`src/rtl/can_irq_status.sv`:
```
module can_irq_status (
  input  logic       clk,
  input  logic       rst_n,
  input  logic       wr_en,
  input  logic [7:0] wr_data,
  output logic [7:0] rd_data,
  input  logic [2:0] rx_done,
  input  logic [2:0] rdy_clr,
  input  logic       tx_ok,
  input  logic       tx_err,
  input  logic       run_mode,
  input  logic       dom_seen,
  input  logic       ep_change,
  input  logic       rx_err,
  input  logic       esci,
  input  logic       rx_overrun,
  output logic [2:0] buf_release,
  output logic       irq
);

  logic [7:1] flags;
  logic [7:1] set_v;
  logic [7:1] clr_v;
  logic       stat_set;

  assign stat_set = run_mode ? (ep_change | (esci & rx_err)) : dom_seen;
  assign set_v    = {rx_done, tx_ok, stat_set, rx_overrun, tx_err};
  assign clr_v    = (wr_en ? ~wr_data[7:1] : 7'd0) | {rdy_clr, 4'd0};

  always_ff @(posedge clk) begin
    if (!rst_n) begin
      flags       <= '0;
      buf_release <= '0;
    end else begin
      flags       <= set_v | (flags & ~clr_v);
      buf_release <= wr_en ? (~wr_data[7:5] & flags[7:5] & ~rx_done) : 3'd0;
    end
  end

  assign rd_data = {flags, |flags[3:1]};
  assign irq     = |flags;

endmodule

```
`config.mk`:
```
export PLATFORM = sky130hd
export DESIGN_NAME = can_irq_status
export DESIGN_NICKNAME = d
export VERILOG_FILES = /design/src/rtl/can_irq_status.sv
export SDC_FILE = /design/constraint.sdc
export NUM_CORES = 1
export LEC_CHECK = 0
export CORE_MARGIN = 2
export CORE_UTILIZATION = 32
export CTS_CLUSTER_SIZE = 8
export DETAILED_ROUTE_END_ITERATION = 10
export PLACE_DENSITY = 0.81
export SLEW_MARGIN = 10
export SYNTH_ARGS = -nofsm -noshare
export SYNTH_HDL_FRONTEND = slang
export SYNTH_SLANG_ARGS = --single-unit
```
`constraint.sdc`:
```
create_clock -name clk -period 1.7 [get_ports clk]
set_input_delay 0.255 -clock clk [delete_from_list [all_inputs] [get_ports clk]]
set_output_delay 0.255 -clock clk [all_outputs]
set_load 0.005 [all_outputs]
```
==> Yosys cells after proc, flatten, opt, wreduce, memory -nomap -nowiden <==
Cells that the tools add are included.
{ "word_totals": {"inputBits": 25, "reg_bits": 10} }
{ "op_classes": {"mux": 2, "reduce_logical": 3, "bitwise_logic": 11} }
{ "ops": {"columns": ["op", "n"], "rows": [
  ["$not A7 Y7", 2],
  ["$or A7 B7 Y7", 2],
  ["$and A7 B7 Y7", 1],
  ["$mux W7", 1],
  ["$reduce_or A7 Y1", 1],
  ["$and A3 B3 Y3", 2],
  ["$not A3 Y3", 2],
  ["$reduce_or A3 Y1", 1],
  ["$reduce_and A2 Y1", 1],
  ["$and A1 B1 Y1", 1],
  ["$mux W1", 1],
  ["$or A1 B1 Y1", 1]
]} }

==> Logic depth before layout (Yosys ltp) <==
{ "logic_depth": {"word_depth": 6, "depth_mapped": 3, "mapped_depth_nobuf": 3} }

==> Least setup slack after synthesis <==
No wires, ideal clock.
{ "synth_path": {"path_type": "reg2out", "startpoint": "register flags[3] (netlist name)", "endpoint": "output port irq", "setup_slack_ps": 606, "arrival_ps": 839, "required_ps": 1445, "path_stages_with_launch": 3, "path_cell_list": "dfxtp_1 or3_4 nand2b_4"} }
{ "synth_between": {"elab_chain_cells": 1} }
{ "synth_rtl": {"columns": ["item", "line", "text"], "rows": [
  ["from (decl)", "21", "logic [7:1] flags;"],
  ["from (signal assigned)", "35", "flags <= set_v | (flags & ~clr_v);"],
  ["$reduce_or A7 Y1", "41", "assign irq = |flags;"],
  ["to (decl)", "18", "output logic irq"]
]} }
Every way passes these cells.

==> Final worst setup path <==
Same ends and word-level chain as after synthesis.

==> summary.md <==
| Metric | Value |
|---|---|
| Synthesized cell area | `429 um2` |
| Overall routing resource usage | `0.147` |
| First-pass DRT Iterations | `2` |
| Period minus WS final | `1.62 ns` |
| Syn_area_per_cell | `10.2 um2` |
| Drt drc | `0` |
| Initial Util | `0.338` |
| Pin count of the biggest net entering global routing | `9` |
| Row count | `13` |
| Share of layout cells above drive strength 1 | `0.113` |
| Delay-heaviest family, CP | `simple AND/OR/NAND/NOR gates` |
| Die width | `40.6 um` |
| CP endpoint kind | `primary output` |
| Port buffer count | `35` |
| CP cell instances | `or3_4, nand2b_4, dlygate4sd2_1` |
| Setup WS pre-CTS | `0.153 ns` |
| Final hold violations | `0` |
| Num CTS Buffers | `3` |
| GPL Wtd Cong | `0.573` |
| Max-capacitance violation count | `0` |
| Worst path bufs/invs | `1` |
| Root buf cell | `clkbuf_4` |
| DRT iter0 DRCs | `3` |
| CTS Sinks | `10` |
| Fmax | `618 MHz` |
| Max clock buf depth | `2` |
| Seq cells post-synth | `10` |
| CTS tree | `built` |
| Worst setup margin | `0.0830 ns` |
| Netlist cell types | `18` |
| Final wirelength | `1050 um` |
| DIE HEIGHT | `40.6 um` |
| CP arrival | `1.36 ns` |
| Slew HR | `0.782` |
| Final HPWL DP | `839 um` |
| Status | `finished, final reports clean` |
| Final instance area | `828 um2` |
| Critical Path RT | `1.44 ns` |
| Worst Skew | `0.0000498 ns` |
| P&R area growth vs syn | `93.0%` |
| Slew @ Worst Pin | `0.325 ns` |
| Antenna Cells | `0` |
| Vias in the first global route | `395` |
| Antenna-violating nets left | `0` |
| Crit path kind | `reg2out` |
| Clk Latency, worst-skew pair | `0.25 ns` |
| DR vias/cell | `4.68` |
| Crit-path max cell delay | `0.38 ns` |
| Seq/Total Area, Yosys | `0.466` |
| Initial antenna violation count | `0` |
| CTS HTree Levels | `1` |
| Crit share post-route | `0.951` |
| DR WL/cell | `11.0 um` |
| Clock transition at path regs | `0.06 ns` |
| Core box area | `1270 um2` |
| Final Setup Violations | `0` |
| Mapped Nets | `67` |
| Max Slew Vio Count | `0` |
| Nets@finish | `107` |
| Post-CTS Setup Bufs | `0` |
| First-pass GRT wire length | `1570 um` |
| Via count | `445` |
| Hold Path Class | `reg2reg` |
| Grt ovf | `0` |
| Placed Area | `798 um2` |
| Unrepaired setup endpoints after global routing | `false` |
| Slowest-stage cell, CP | `or3_4` |
| Die Area | `1650 um2` |
| Final setup TNS | `0 ns` |
| Number of I/O pins | `37` |
| Max VDD drop | `0.351 mV` |
| Post-synthesis instance total | `42` |
| Warnings, synthesis | `0` |
| Pwr dens | `658 nW/um2` |
| Commonest non-fill, non-tap cell in the layout | `clkdlybuf4s50_1` |
| Commonest cells after routing, fill and taps aside | `clkdlybuf4s50_1 (33), dfxtp_1 (10), nor2b_1 (5), nand2b_1 (4), a21oi_1 (4)` |
| Crit path max fanout | `3` |
| Worst setup SP type | `register` |
| Leakage | `0.320 nW` |
[kinds of logic (layout without fill, tap and decap cells)]
group | count (synthesis) | after routing | share of synthesized area
AOI/OAI and AO/OA | 9 | 9 | 0.125
buffers and inverters | 1 | 39 | 0.0175
DFF | 10 | 10 | 0.466
and+or+nand+nor | 22 | 22 | 0.391
[power breakdown]
part	internal (W)	leakage (nW)	switching [W]
Clock	0.0000814	0.0138	0.0000727
Sequential	0.000248	0.0828	0.0000112
Combinational	0.0000983	0.224	0.0000339
[timing repair]
| action | CTS | global route |
|---|---|---|
| pin swaps | 0 | 0 |
| gates resized for setup | 2 | 1 |
| setup endpoints to repair | 1 | 1 |
| hold buffers | 0 | 0 |
[synth_stat cells, drive strengths merged]
cell,instances,share of area
nand2,2,0.017
a21oi,4,0.047
nor4b,2,0.041
o21ai,1,0.012
nor3b,3,0.064
buf,1,0.017
or3,1,0.026
and4b,1,0.023
a31oi,1,0.015
dfxtp,10,0.47
nor4,1,0.015
nor2b,5,0.073
and3b,1,0.023
nand2b,5,0.090
and2b,1,0.017
o21a,3,0.052
[layout make-up]
cell class                 instances  area (um2)
sequential                        10         200
multi-input combinational         31         228
tap                               15        18.8
clock buffer                       3        22.5
timing repair buffer              36         359
fill                             111         440
[metal layers]
layer	vias up	track usage	part of all wire
met5	-	0	0
met4	0	0.0500	0
met3	0	0.0815	0.14
met2	25	0.246	0.48
met1	191	0.155	0.38
li1	229	-	-
[sequential cells by signal, indices dropped and copies added (netlist names)]
register and flops:
flags 7, buf_release 3
[through the flow]
| stage | power, W | util | hold slack, ns | std cells |
|---|---|---|---|---|
| 2_1_floorplan | 0.000302 | - | 0.332 | 42 |
| 3_3_place_gp | 0.000396 | 0.629 | 0.491 | 92 |
| 3_5_place_dp | 0.000397 | 0.629 | 0.499 | 92 |
| 4_1_cts | 0.000557 | 0.651 | 0.518 | 95 |
| 5_1_grt | 0.000576 | 0.653 | 0.540 | 95 |
| 6_report | 0.000545 | 0.653 | 0.513 | 95 |
[tightest hold or removal path, stage by stage, from the launching register on]
cell	delay, ns
dfxtp_1	0.35
a31oi_1	0.08
o21ai_0	0.05
[worst paths after layout]
| path | depth (start not counted) | endpoint | start | slack [ns] |
|---|---|---|---|---|
| setup / recovery | 3 | irq | flags[3] | 0.08 |
| hold / removal | 2 | flags[3] | flags[3] | 0.51 |
| setup reg to reg | 2 | flags[5] | flags[5] | 0.94 |
| hold reg to reg | 2 | flags[3] | flags[3] | 0.51 |
(Power assumes the default switching activity.)
